`src/rtl/wpr_pkg.sv`:
```
// Shared definitions for the wiper register control core.
// Assumes a 2-bit register address and an 8-bit control register.
package wpr_pkg;
    typedef enum logic [1:0] {
        ADDR_POS  = 2'd0,
        ADDR_RSV1 = 2'd1,
        ADDR_CTL  = 2'd2,
        ADDR_RSV3 = 2'd3
    } reg_addr_e;

    localparam int CTL_SEL_BIT  = 7;
    localparam int CTL_SHUT_BIT = 6;
    localparam int CTL_BUSY_BIT = 5;

    typedef enum logic [1:0] {
        PU_WAIT  = 2'd0,
        PU_DELAY = 2'd1,
        PU_DONE  = 2'd2
    } pu_state_e;
endpackage

```
`src/rtl/wpr_pwrup_seq.sv`:
```
// Power-up sequencer: waits for supply_good, counts DELAY_CYCLES, then
// issues a one-cycle recall pulse and raises port_ready for good.
// Assumes DELAY_CYCLES >= 1 and that supply_good is not re-armed.
module wpr_pwrup_seq #(
    parameter int DELAY_CYCLES = 300000
) (
    input  logic clk,
    input  logic rst_n,
    input  logic supply_good,
    output logic recall_pulse,
    output logic port_ready
);
    import wpr_pkg::*;

    localparam int CNT_W = $clog2(DELAY_CYCLES + 1);
    localparam logic [CNT_W-1:0] CNT_LAST = CNT_W'(DELAY_CYCLES - 1);

    pu_state_e        state_q;
    logic [CNT_W-1:0] cnt_q;

    // Recall fires on the last delay cycle.
    assign recall_pulse = (state_q == PU_DELAY) && (cnt_q == CNT_LAST);
    assign port_ready   = (state_q == PU_DONE);

    // Sequence state and delay counter.
    always_ff @(posedge clk) begin
        if (!rst_n) begin
            state_q <= PU_WAIT;
            cnt_q   <= '0;
        end else begin
            case (state_q)
                PU_WAIT: if (supply_good) begin
                    state_q <= PU_DELAY;
                    cnt_q   <= '0;
                end
                PU_DELAY: if (cnt_q == CNT_LAST) begin
                    state_q <= PU_DONE;
                end else begin
                    cnt_q <= cnt_q + 1'b1;
                end
                default: state_q <= PU_DONE;
            endcase
        end
    end
endmodule

```
`src/rtl/wpr_nv_cycle.sv`:
```
// Self-timed store cycle: a start pulse holds busy high for exactly CYCLES
// clock cycles. Assumes start only arrives while busy is low.
module wpr_nv_cycle #(
    parameter int CYCLES = 2000000
) (
    input  logic clk,
    input  logic rst_n,
    input  logic start,
    output logic busy
);
    localparam int CNT_W = $clog2(CYCLES + 1);

    logic [CNT_W-1:0] left_q;

    assign busy = (left_q != '0);

    // Remaining-cycle counter, loaded on start.
    always_ff @(posedge clk) begin
        if (!rst_n) begin
            left_q <= '0;
        end else if (start) begin
            left_q <= CNT_W'(CYCLES);
        end else if (busy) begin
            left_q <= left_q - 1'b1;
        end
    end
endmodule

```
`src/rtl/wpr_shut_gate.sv`:
```
// Combines the shutdown pin with the shutdown bit and parks the wiper code
// at zero while shut down; the held position is passed through otherwise.
module wpr_shut_gate #(
    parameter int CODE_W = 7
) (
    input  logic              pin_n,
    input  logic              bit_run,
    input  logic [CODE_W-1:0] pos,
    output logic              shut,
    output logic [CODE_W-1:0] code
);
    // Either source alone enters shutdown.
    always_comb begin
        shut = !(pin_n && bit_run);
        code = shut ? '0 : pos;
    end
endmodule

```
`src/rtl/wpr_ctrl_core.sv`:
```
// Wiper register control core: live position register, stored boot register
// with a self-timed commit, control register with select/shutdown/busy bits.
// Assumes one access per acc_valid cycle and xfer_end as a one-cycle pulse
// not coincident with a write. Reset models power-on; the boot register then
// takes BOOT_INIT, standing in for the retained stored value.
module wpr_ctrl_core #(
    parameter int          CODE_W       = 7,
    parameter int          DATA_W       = 8,
    parameter int          PWRUP_CYCLES = 300000,
    parameter int          NVW_CYCLES   = 2000000,
    parameter logic [6:0]  BOOT_INIT    = 7'h40
) (
    input  logic              clk,
    input  logic              rst_n,
    input  logic              supply_good,
    input  logic              shdn_pin_n,
    input  logic              acc_valid,
    input  logic              acc_write,
    input  logic [1:0]        acc_addr,
    input  logic [DATA_W-1:0] acc_wdata,
    input  logic              xfer_end,
    output logic [DATA_W-1:0] acc_rdata,
    output logic              port_ready,
    output logic [CODE_W-1:0] wiper_code,
    output logic              shut_off
);
    import wpr_pkg::*;

    localparam logic [CODE_W-1:0] MIDSCALE = CODE_W'(1) << (CODE_W - 1);
    localparam int                PAD_W    = DATA_W - CODE_W;

    logic [CODE_W-1:0] pos_q;
    logic [CODE_W-1:0] boot_q;
    logic [CODE_W-1:0] stage_q;
    logic              stage_pend;
    logic              sel_live_q;
    logic              run_bit_q;
    logic              busy;
    logic              recall;
    logic              wr_ok;
    logic              nv_start;

    wpr_pwrup_seq #(.DELAY_CYCLES(PWRUP_CYCLES)) i_pwrup (
        .clk          (clk),
        .rst_n        (rst_n),
        .supply_good  (supply_good),
        .recall_pulse (recall),
        .port_ready   (port_ready)
    );

    wpr_nv_cycle #(.CYCLES(NVW_CYCLES)) i_nvc (
        .clk   (clk),
        .rst_n (rst_n),
        .start (nv_start),
        .busy  (busy)
    );

    wpr_shut_gate #(.CODE_W(CODE_W)) i_shut (
        .pin_n   (shdn_pin_n),
        .bit_run (run_bit_q),
        .pos     (pos_q),
        .shut    (shut_off),
        .code    (wiper_code)
    );

    // Accepted write: port open and no store cycle running.
    assign wr_ok    = acc_valid && acc_write && port_ready && !busy;
    assign nv_start = xfer_end && stage_pend;

    // Register state updates: recall, commit, and accepted writes.
    always_ff @(posedge clk) begin
        if (!rst_n) begin
            pos_q      <= MIDSCALE;
            boot_q     <= BOOT_INIT[CODE_W-1:0];
            stage_q    <= '0;
            stage_pend <= 1'b0;
            sel_live_q <= 1'b0;
            run_bit_q  <= 1'b1;
        end else begin
            if (recall) begin
                pos_q <= boot_q;
            end
            if (nv_start) begin
                boot_q     <= stage_q;
                stage_pend <= 1'b0;
            end
            if (wr_ok) begin
                case (reg_addr_e'(acc_addr))
                    ADDR_POS: begin
                        pos_q <= acc_wdata[CODE_W-1:0];
                        if (!sel_live_q) begin
                            stage_q    <= acc_wdata[CODE_W-1:0];
                            stage_pend <= 1'b1;
                        end
                    end
                    ADDR_CTL: begin
                        sel_live_q <= acc_wdata[CTL_SEL_BIT];
                        run_bit_q  <= acc_wdata[CTL_SHUT_BIT];
                    end
                    default: ;
                endcase
            end
        end
    end

    // Read mux: address 0 follows the select bit; reserved addresses read 0.
    always_comb begin
        acc_rdata = '0;
        case (reg_addr_e'(acc_addr))
            ADDR_POS: acc_rdata = {{PAD_W{1'b0}}, (sel_live_q ? pos_q : boot_q)};
            ADDR_CTL: begin
                acc_rdata[CTL_SEL_BIT]  = sel_live_q;
                acc_rdata[CTL_SHUT_BIT] = run_bit_q;
                acc_rdata[CTL_BUSY_BIT] = busy;
            end
            default: acc_rdata = '0;
        endcase
    end
endmodule

```
`config.mk`:
```
export PLATFORM = sky130hd
export DESIGN_NAME = wpr_ctrl_core
export DESIGN_NICKNAME = d
export VERILOG_FILES = /design/src/rtl/wpr_pkg.sv /design/src/rtl/wpr_pwrup_seq.sv /design/src/rtl/wpr_nv_cycle.sv /design/src/rtl/wpr_shut_gate.sv /design/src/rtl/wpr_ctrl_core.sv
export SDC_FILE = /design/constraint.sdc
export NUM_CORES = 1
export LEC_CHECK = 0
export ABC_AREA = 1
export BUFFER_PORTS_ARGS = -buffer_cell sky130_fd_sc_hd__buf_4
export CAP_MARGIN = 20
export CORE_ASPECT_RATIO = 2
export CORE_MARGIN = 4
export CORE_UTILIZATION = 50
export CTS_CLUSTER_DIAMETER = 50
export CTS_CLUSTER_SIZE = 28
export DETAILED_ROUTE_END_ITERATION = 8
export PLACE_DENSITY_LB_ADDON = 0.1
export RECOVER_POWER = 100
export SLEW_MARGIN = 20
export SYNTH_ARGS = -nofsm -noshare
export SYNTH_HDL_FRONTEND = slang
export SYNTH_HIERARCHICAL = 1
export SYNTH_SLANG_ARGS = --single-unit
```
`constraint.sdc`:
```
create_clock -name clk -period 5 [get_ports clk]
set_input_delay 0.75 -clock clk [delete_from_list [all_inputs] [get_ports clk]]
set_output_delay 0.75 -clock clk [all_outputs]
set_load 0.05 [all_outputs]
```
==> results of run 1 <==
-- routing by layer --
metal	routed length, um	track usage, %	part of all wire (%)
met1	3720	22.2	40
met4	159	8.47	1.7
met3	304	4.40	3.3
met5	0	0	0
met2	5030	36.4	55
-- cell usage after synthesis, drive strengths merged --
library cell / count / area [sq um]
a21boi: 1 / 7.51
a21oi: 39 / 218
and2: 1 / 6.26
buf: 16 / 135
clkbuf: 3 / 11.3
dfxtp: 66 / 1320
ha: 3 / 37.5
inv: 87 / 327
nand2: 150 / 586
nand3: 59 / 368
nand3b: 3 / 22.5
nand4: 18 / 128
nor2: 120 / 519
nor3: 4 / 25.0
nor3b: 1 / 7.51
o211ai: 1 / 7.51
o21ai: 27 / 143
o21bai: 3 / 22.5
o22ai: 1 / 6.26
or2: 2 / 12.5
xnor2: 4 / 35.0
xor2: 6 / 52.6
-- cells in the final DEF (no fill, tap or decap), types with 3 or more instances in the layout --
master	n
nand3_1	56
clkbuf_1	18
ha_1	3
nor2_1	109
o21bai_1	3
buf_4	18
xor2_1	6
nand4_1	18
o21ai_0	27
nand2_2	5
a21oi_1	33
inv_2	3
nand3b_1	3
dfxtp_1	66
a21oi_2	6
nand2_1	145
nand3_2	3
clkbuf_16	9
inv_1	84
xnor2_1	4
nor3_1	3
nor2_2	9
-- through the flow --
stage | util, % | worst slack [ns] | hold WS, ns | cells
floorplan | - | 2.29 | 0.440 | 615
global placement | 54.8 | 2.47 | 0.449 | 724
detailed placement | 54.8 | 2.45 | 0.460 | 724
CTS | 58.6 | 2.21 | 0.469 | 740
global route | 56.4 | 1.53 | 0.493 | 740
finish | 56.4 | 1.73 | 0.467 | 740
-- worst max-delay path by stage --
stage                         to  cells past startpoint
floorplan           acc_rdata[5]                      4
global placement    acc_rdata[1]                      5
detailed placement  acc_rdata[1]                      5
CTS                 acc_rdata[5]                     10
global route        acc_rdata[3]                      5
finish              acc_rdata[1]                      5
-- critical path: stages --
cell and delay [ns]:
buf_4 0.11, nor2_1 0.77, o21ai_0 0.21, a21oi_1 0.18, clkbuf_1 0.49
-- sequential cells by signal, summed over array words and instances (netlist names) --
signal,count
stage_q,7
sel_live_q,1
i_nvc/left_q,21
i_pwrup/cnt_q,19
i_pwrup/state_q,2
boot_q,7
run_bit_q,1
pos_q,7
stage_pend,1
-- final cells by class --
| class | count | area (sq um) | area share (%) |
|---|---|---|---|
| sequential | 66 | 1320 | 30.3 |
| timing repair buffer | 34 | 199 | 4.57 |
| clock inverter | 2 | 35.0 | 0.805 |
| clock buffer | 14 | 264 | 6.06 |
| inverter | 87 | 327 | 7.50 |
| tap | 94 | 118 | 2.70 |
| multi-input combinational | 443 | 2090 | 48.0 |
-- cell families (layout without fill, tap and decap cells) --
family | Yosys count | in the layout
xor+xnor | 10 | 10
flops | 66 | 66
buf+inv | 106 | 137
fa+ha+maj | 3 | 3
compound gates | 72 | 72
simple gates | 358 | 358
-- where the power goes --
part	total [mW]	internal [mW]	switching, mW
logic	0.743	0.247	0.496
registers	0.664	0.599	0.0648
clock network	0.631	0.413	0.218
==> impl_results.md, run 1 <==
* Status: finished, final reports clean
* Worst VDD drop at 0.000193 V
* Yosys warns at 6
* PD cells at 468 nW/um^2
* Starting Density at 51.8%
* CP startpoint kind: primary input
* Relative slew slack at 31.3%
* Total power at 2.04 mW
* Grt total ovfl at 0
* Min Tclk post-route at 3.27 ns
* Simple-gate portion of the synthesized area at 41.9%
* HP Class: register to register
* Core box area at 7710 sq um
* Global placer's final weighted congestion at 0.886
* Synth Area per Inst at 6.50 sq um
* Row cnt at 45
* Vias in the first global route at 3573
* I/O Buffers at 33
* Synth Area in Compound Gates at 10.1%
* Synthesized flop and latch total at 66
* Setup_tns at 0 ns
* Final setup fails at 0
* Synth Instances at 615
* Hold EP: stage_pend$_SDFF_PN0_
* Die area at 9580 sq um
* Synth Area in XOR/XNOR at 2.19%
* Worst Min Path Start: stage_pend$_SDFF_PN0_
* Fillers at 807
* H-tree depth at 3
* Antenna-violating nets left at 0
* RSZ-0062 raised after global routing: false
* Syn-to-layout area delta at 8.92%
* Io pins at 34
* Post-CTS setup buffer count at 0
* CP startpoint: acc_addr[1]
* Initial drt markers at 320
* Post-DP HPWL at 6790 um
* Largest net degree at the start of global routing at 32
* Main combinational cell family by area after synthesis: simple AND/OR/NAND/NOR gates
* Mapped Area at 4000 sq um
* Arrival time at the worst endpoint at 2.52 ns
* Skew-Pair Late Insertion Delay at 0.33 ns
* GRT Util Overall at 20.2%
* Worst reg2reg startpoint: i_nvc/left_q[0]$_SDFFE_PP0P_
* Initial antenna violation count at 0
* Clk_skew at 0.00592 ns
* Reg2Reg Depth at 13
* Pleak at 1.94 nW
* DR vias at 3788
* Final period utilization at 65.4%
* Finished Cell Area at 4350 sq um
* Adder and majority gate portion of the synthesized area at 0.939%
* Cts-stage hold buffer count at 0
* Drt drc at 0
* Layout cells sized above 1 at 9.75%
* Req. time, crit path at 4.25 ns
* Router iterations before antenna repair at 4
* Slew @ Worst Pin at 1.03 ns
* CTS tree: done
* Die Y at 134 um
* Root buf cell: clkbuf_16
* Worst Setup End Kind: output port
* Seq/Total Area, Yosys at 33.1%
* Fin. Hold Viols at 0
* Reg2reg end: pos_q[5]$_SDFF_PN0_
* DP Area at 4220 sq um
* Post-cts resize count at 0
* Mux cell area share after synthesis at 0%
* Vias/cell at 5.12
* Number of CTS-inserted buffers at 9
* Worst R2R Setup Slack at 2.07 ns
* ANT cells at 0
* WL/cell at 12.5 um
* Synth Net Count at 635
* Clock-pin slew on the worst setup and hold paths at 0.05 ns
* Nets at 661
* Max-Cap Viols at 0
* Detailed-route wire length at 9220 um
* Die width at 71.2 um
* Max Fclk at 306 MHz
* Hold Crit Depth at 2
* Global-route wire length before repair at 15700 um
* Crit Path Class: primary input to output port
* Fin. max-slew vios at 0
* Clk sinks at 66
* Synth cell types at 38
* CTS Buffer Depth at 2
* Max FO, Critical Path at 17
Power figures use the tool's default switching activity.
==> run 2: changes to the inputs <==
ABC_AREA = 0   (was 1)
clock period = 3 ns   (was 5 ns; I/O delays follow)
==> impl_results.md, run 2 <==
* Share of the synthesized area in the top cell type at 37.7% (+4.7 points)
* CP dominant cell by count: nor2_1
* Skew-Pair Late Insertion Delay at 0.32 ns (about the same)
* GRT met3 Usage at 4.87% (+0.47 points)
* Global placer's final weighted congestion at 0.864 (-2.5%)
* Largest net degree at the start of global routing at 36 (+13%)
* Gr busiest metal: met2
* Most frequent cells in the layout: dfxtp_1 (66), nand2_1 (52), nor2_1 (41)
* Fin. Hold Viols at 0 (unchanged)
* Most common cell in the netlist: dfxtp_1
* Number of CTS-inserted buffers at 9 (unchanged)
* CP startpoint kind: register
* Antenna-violating nets left at 0 (unchanged)
* Cts-stage hold buffer count at 0 (unchanged)
* Die area at 8490 sq um (-11%)
* Die width at 67.2 um (-5.7%)
* Max FO, Critical Path at 8 (-9)
* GR Layer Usage met2 at 38.7% (+2.3 points)
* Min Tclk post-route at 2.69 ns
* WL/cell at 15.8 um (+26%)
* H-tree depth at 3 (unchanged)
* Starting Density at 52.1% (+0.26 points)
* Grt total ovfl at 0 (unchanged)
* Setup_tns at 0 ns (unchanged)
* CP max stage delay at 0.44 ns (-0.33 ns)
* Reg2Reg Depth at 7 (-6)
* Vias in the first global route at 3104 (-13%)
* Status: finished, final reports clean
* CTS tree: done
* Synth Area per Inst at 8.46 sq um (+30%)
* GR met1 Demand/Resource at 22.6% (+0.39 points)
* Row cnt at 42 (-6.7%)
* CP startpoint: i_nvc/left_q[2]$_SDFFE_PP0P_
* Biggest regs: i_nvc/left_q: 21 flops, i_pwrup/cnt_q: 19 flops
* Final cell utilization of the core at 59.3% (+2.9 points)
* Synth cell types at 61 (+61%)
* Worst VDD drop at 0.000376 V (+95%)
* Clk sinks at 66 (unchanged)
* Io pins at 34 (unchanged)
* CTS Buffer Depth at 2 (unchanged)
* Initial drt markers at 176 (-45%)
* Worst Setup End Kind: output port
* Synthesized flop and latch total at 66 (unchanged)
* Max-Cap Viols at 0 (unchanged)
* Req. time, crit path at 2.55 ns (-1.70 ns)
* Nets at 460 (-30%)
* GRT Util Overall at 21.5% (+1.4 points)
* Worst R2R Setup Slack at 0.33 ns (-1.74 ns)
* Layout cells sized above 1 at 12.6% (+2.8 points)
* Fin. max-slew vios at 0 (unchanged)
* Mapped Area at 3500 sq um (-12%)
* Final setup fails at 0 (unchanged)
* HP Class: primary input to register
* Max Fclk at 372 MHz
* Slowest stage cell on the critical path: nor4_4
* Max FFs per register at 21 (unchanged)
* Drt drc at 0 (unchanged)
* I/O Buffers at 33 (unchanged)
* Syn-to-layout area delta at 13.9%
* Vias/cell at 5.72 (+12%)
* Largest cells by area after synthesis: dfxtp_1 (38%), mux2i_1 (6.6%), nand2_1 (5.6%)
* Crit path capture: acc_rdata[5]
* Post-synth top cells: dfxtp_1 (66), nand2_1 (52), nor2_1 (41)
* Most common cell after layout, fill and taps aside: dfxtp_1
* Yosys warns at 6 (unchanged)
* Router iterations before antenna repair at 5 (+1)
* Synth Instances at 414 (-33%)
* Relative slew slack at 41.9% (+11 points)
* Final period utilization at 89.6%
* Pleak at 1.50 nW (-22%)
* Synth async-reset ratio at 0% (unchanged)
* Post-DP HPWL at 6090 um (-10%)
* Synth Net Count at 434 (-32%)
* Arrival time at the worst endpoint at 2.24 ns (-0.28 ns)
* Register bank with the most flops: i_nvc/left_q
* Initial antenna violation count at 0 (unchanged)
* Number of synthesized flops with an enable pin at 0 (unchanged)
* Most area-hungry cell type in the Yosys netlist: dfxtp_1
* Seq/Total Area, Yosys at 37.7% (+4.7 points)
* Detailed-route wire length at 8400 um (-8.9%)
* Global-route wire length before repair at 14100 um (-9.9%)
* DR vias at 3049 (-20%)
* Core box area at 6730 sq um (-13%)
* Die Y at 126 um (-6.0%)
* RSZ-0062 raised after global routing: false
* Reg2reg end: stage_q[6]$_SDFFE_PN0P_
* Slew @ Worst Pin at 0.870 ns (-0.157 ns)
* Crit Path Class: register to output port
* Clock-pin slew on the worst setup and hold paths at 0.05 ns (about the same)
* PD cells at 717 nW/um^2 (+53%)
* Ys flop type: dfxtp_1
* Worst reg2reg startpoint: i_nvc/left_q[2]$_SDFFE_PP0P_
* Clk_skew at 0.00450 ns (-0.00142 ns)
* ANT cells at 0 (unchanged)
* CP Cell Sequence: nor4_4, nand3_1, nor2_1, inv_1, mux2i_1, nor2_1, clkbuf_4
* Root buf cell: clkbuf_16
## run 2: changes by cell type after synthesis, sizes merged, moves of 9 or more
| cell | delta |
|---|---|
| nand2 | -98 |
| inv | -78 |
| nor2 | -78 |
| nand3 | -42 |
| mux2i | +23 |
| a21oi | -20 |
| o21ai | -15 |
| clkbuf | +12 |
| nor4 | +12 |
| and3 | +9 |
| buf | -9 |
| nand4 | -9 |
## run 2: final cells by class
type | count | area [sq um]
fill | 673 | 2740
multi-input combinational | 317 | 2040
sequential | 66 | 1320
clock buffer | 13 | 250
timing repair buffer | 37 | 218
tap | 88 | 110
inverter | 9 | 33.8
clock inverter | 3 | 15.0
## run 2: logic make-up (layout without fill, tap and decap cells)
logic type	Yosys count	count (layout)	share of synthesized area, %
compound gates	76	76	14.5
xor+xnor	17	17	4.25
fa+ha+maj	3	3	1.07
buf+inv	31	62	4.18
flops	66	66	37.7
mux	31	31	9.14
simple gates	190	190	29.2
## run 2: metrics by stage
step	hold WS (ns)	std cells	area (sq um)	worst slack [ns]	power, mW
floorplan	0.432	414	3500	0.659	1.76
global placement	0.445	517	3780	0.399	1.93
detailed placement	0.452	517	3780	0.262	1.95
CTS	0.368	533	4040	0.205	2.89
global route	0.394	533	3990	0.0423	3.06
finish	0.384	533	3990	0.312	2.86
## run 2: worst min path at each step
stage	start	to	cells after the start
after floorplan	i_pwrup/cnt_q[18]$_SDFFE_PN0P_	i_pwrup/cnt_q[18]$_SDFFE_PN0P_	2
after global placement	stage_q[3]$_SDFFE_PN0P_	stage_q[3]$_SDFFE_PN0P_	2
after detailed placement	i_pwrup/cnt_q[18]$_SDFFE_PN0P_	i_pwrup/cnt_q[18]$_SDFFE_PN0P_	2
after CTS	acc_wdata[7]	sel_live_q$_SDFFE_PN0P_	3
after global routing	acc_wdata[7]	sel_live_q$_SDFFE_PN0P_	3
final	acc_wdata[7]	sel_live_q$_SDFFE_PN0P_	3
## run 2: layer usage
metal,wire [um],vias to the layer above
met2,4660,60
met1,3380,1436
met3,273,8
met4,85,0
li1,-,1545
met5,0,-
## run 2: what timing repair did
action,in CTS,in global routing
setup buffers,0,0
hold endpoints to repair,0,0
resized for setup,0,1
endpoints found under the setup margin,0,1
## run 2: worst max-delay path, delay by kind of cell (launching register included)
family,cells,cell delay [ns]
and+or+nand+nor,4,1.06
DFF,1,0.35
buffers and inverters,2,0.35
muxes,1,0.18
## run 2: power by group
part / total, mW / internal, mW / switching (mW) / leakage, nW
clock: 0.926 / 0.577 / 0.349 / 0.133
combinational: 0.864 / 0.366 / 0.499 / 0.836
sequential: 1.07 / 0.975 / 0.0953 / 0.535
total: 2.86 / 1.92 / 0.943 / 1.50
==> run 3: changes to the inputs <==
PLACE_DENSITY = 0.77   (was unset)
PLACE_DENSITY_LB_ADDON = unset   (was 0.1)
==> impl_results.md, run 3 (same netlist as run 2, synthesis figures left out) <==
* WL/cell at 15.6 um (-0.79%)
* Hold EP: sel_live_q$_SDFFE_PN0P_
* CP startpoint kind: register
* Max-Cap Viols at 0 (unchanged)
* Drt drc at 0 (unchanged)
* Gate power share at 29.1% (-1.1 points)
* Status: finished, final reports clean
* Placed Cells at 517 (unchanged)
* Reg2Reg Depth at 7 (unchanged)
* Register bank with the most flops: i_nvc/left_q
* HP Class: primary input to register
* Pleak at 1.51 nW (+0.20%)
* Max Fclk at 363 MHz (-2.3%)
* CP max stage delay at 0.45 ns (about the same)
* Most common cell after layout, fill and taps aside: dfxtp_1
* Req. time, crit path at 2.55 ns (about the same)
* Worst VDD drop at 0.000412 V (+9.5%)
* Core box area at 6730 sq um (unchanged)
* Post-CTS setup buffer count at 0 (unchanged)
* Final period utilization at 91.8% (+2.2 points)
* Router iterations before antenna repair at 5 (unchanged)
* Detailed-route wire length at 8330 um (-0.79%)
* Antenna-violating nets left at 0 (unchanged)
* Global-route wire length before repair at 13900 um (-1.3%)
* Nets at 460 (unchanged)
* Post-DP HPWL at 5900 um (-3.2%)
* Die width at 67.2 um (unchanged)
* Root buf cell: clkbuf_16
* Vias/cell at 5.87 (+2.6%)
* DP Worst Slack at 0.363 ns (+0.101 ns)
* Hold Crit Depth at 3 (unchanged)
* Relative slew slack at 47.7% (+5.9 points)
* Starting Density at 52.1% (unchanged)
* Switching share of power at 32.9% (-0.043 points)
* Max FFs per register at 21 (unchanged)
* Worst Min Path Start: acc_wdata[7]
* Flop pwr share at 35.5% (-1.9 points)
* Post-cts resize count at 0 (unchanged)
* Skew-Pair Late Insertion Delay at 0.34 ns (+0.02 ns)
* Most frequent cells in the layout: dfxtp_1 (66), nand2_1 (52), nor2_1 (41)
* Fin. max-slew vios at 0 (unchanged)
* CP dominant cell by count: nor2_1
* Fin. Hold Viols at 0 (unchanged)
* Arrival time at the worst endpoint at 2.30 ns (+0.06 ns)
* Vias in the first global route at 3071 (-1.1%)
* Slew @ Worst Pin at 0.782 ns (-0.0876 ns)
* GRT Util Overall at 21.2% (-0.36 points)
* Layout cells sized above 1 at 11.9% (-0.67 points)
* Final Non-Filler Cells at 533 (unchanged)
* I/O Buffers at 33 (unchanged)
* Total power at 3.00 mW (+4.9%)
* Die Y at 126 um (unchanged)
* Cell Int Power at 2.01 mW (+5.0%)
* Worst reg2reg startpoint: i_nvc/left_q[2]$_SDFFE_PP0P_
* Grt total ovfl at 0 (unchanged)
* PD cells at 749 nW/um^2 (+4.5%)
* Worst R2R Setup Slack at 0.31 ns (-0.02 ns)
* Clk_skew at 0.00525 ns (+0.000746 ns)
* ANT cells at 0 (unchanged)
* CTS tree: done
* Max FO, Critical Path at 8 (unchanged)
* CP Cell Sequence: nor4_4, nand3_1, nor2_1, inv_1, mux2i_1, nor2_1, clkbuf_4
* Die area at 8490 sq um (unchanged)
* Global placer's final weighted congestion at 0.913 (+5.7%)
* Min Tclk post-route at 2.75 ns (+0.0646 ns)
* P_sw at 988 uW (+4.8%)
* Clk sinks at 66 (unchanged)
* RSZ-0062 raised after global routing: false
* Reg2reg end: stage_q[5]$_SDFFE_PN0P_
* Slowest stage cell on the critical path: nor4_4
* Row cnt at 42 (unchanged)
* Clock-pin slew on the worst setup and hold paths at 0.05 ns (about the same)
* Number of CTS-inserted buffers at 9 (unchanged)
* Cts-stage hold buffer count at 0 (unchanged)
* Io pins at 34 (unchanged)
* Setup WS post-layout at 0.247 ns (-0.0646 ns)
* Clock power frac at 35.4% (+3.0 points)
* Crit Path Class: register to output port
* Initial drt markers at 166 (-5.7%)
* Final setup fails at 0 (unchanged)
* Worst Setup End Kind: output port
* Hold Slack at 0.372 ns (-0.0125 ns)
* H-tree depth at 3 (unchanged)
* CTS Buffer Depth at 2 (unchanged)
* Initial antenna violation count at 0 (unchanged)
* DR vias at 3128 (+2.6%)
* Biggest regs: i_nvc/left_q: 21 flops, i_pwrup/cnt_q: 19 flops
* Setup_tns at 0 ns (unchanged)
* Syn-to-layout area delta at 14.4%
* Largest net degree at the start of global routing at 31 (-14%)
run 3: worst max-delay path by stage:
stage | startpoint | slack [ns] | to | cells past startpoint
6_report | i_nvc/left_q[2]$_SDFFE_PP0P_ | 0.25 | acc_rdata[5] | 7
5_1_grt | i_nvc/left_q[2]$_SDFFE_PP0P_ | 0.06 | acc_rdata[5] | 7
3_3_place_gp | i_nvc/left_q[2]$_SDFFE_PP0P_ | 0.46 | stage_q[4]$_SDFFE_PN0P_ | 7
4_1_cts | i_nvc/left_q[2]$_SDFFE_PP0P_ | 0.27 | acc_rdata[5] | 7
3_5_place_dp | i_nvc/left_q[2]$_SDFFE_PP0P_ | 0.36 | stage_q[3]$_SDFFE_PN0P_ | 7
2_1_floorplan | i_nvc/left_q[8]$_SDFFE_PP0P_ | 0.66 | stage_q[0]$_SDFFE_PN0P_ | 8
run 3: per-stage QoR:
step                      cell area [sq um]  util [%]
after global placement                 3780      56.2
after global routing                   4010      59.6
final                                  4010      59.6
after floorplan                        3500         -
after CTS                              4090      60.7
after detailed placement               3780      56.2
run 3: critical path: cells and delay by family, from the launching register on:
kind                   cells  cell delay [ns]
muxes                      1             0.18
and+or+nand+nor            4             1.09
buffers and inverters      2             0.34
DFF                        1             0.35
run 3: final cells by class:
class / instances / area, sq um
Clock buffer: 12 / 256
Clock inverter: 4 / 50.0
Fill cell: 656 / 2720
Inverter: 9 / 33.8
Multi-Input combinational cell: 317 / 2020
Sequential cell: 66 / 1320
Tap cell: 88 / 110
Timing Repair Buffer: 37 / 210
run 3: power by group through the flow:
stage          Combinational [mW]  Sequential (mW)  Clock, mW
3_5_place_dp                0.877             1.08          0
4_1_cts                     0.890             1.07       1.07
2_1_floorplan               0.692             1.06          0
3_3_place_gp                0.869             1.07          0
5_1_grt                     0.961             1.08       1.11
6_report                    0.875             1.07       1.06
run 3: metal layers:
| layer | share of wire, % | global-route usage (%) | up-vias |
|---|---|---|---|
| met5 | 0 | 0 | - |
| met4 | 2.8 | 11.1 | 0 |
| met3 | 4.6 | 4.51 | 19 |
| met2 | 53 | 36.7 | 82 |
| met1 | 39 | 23.3 | 1479 |
| li1 | - | - | 1548 |
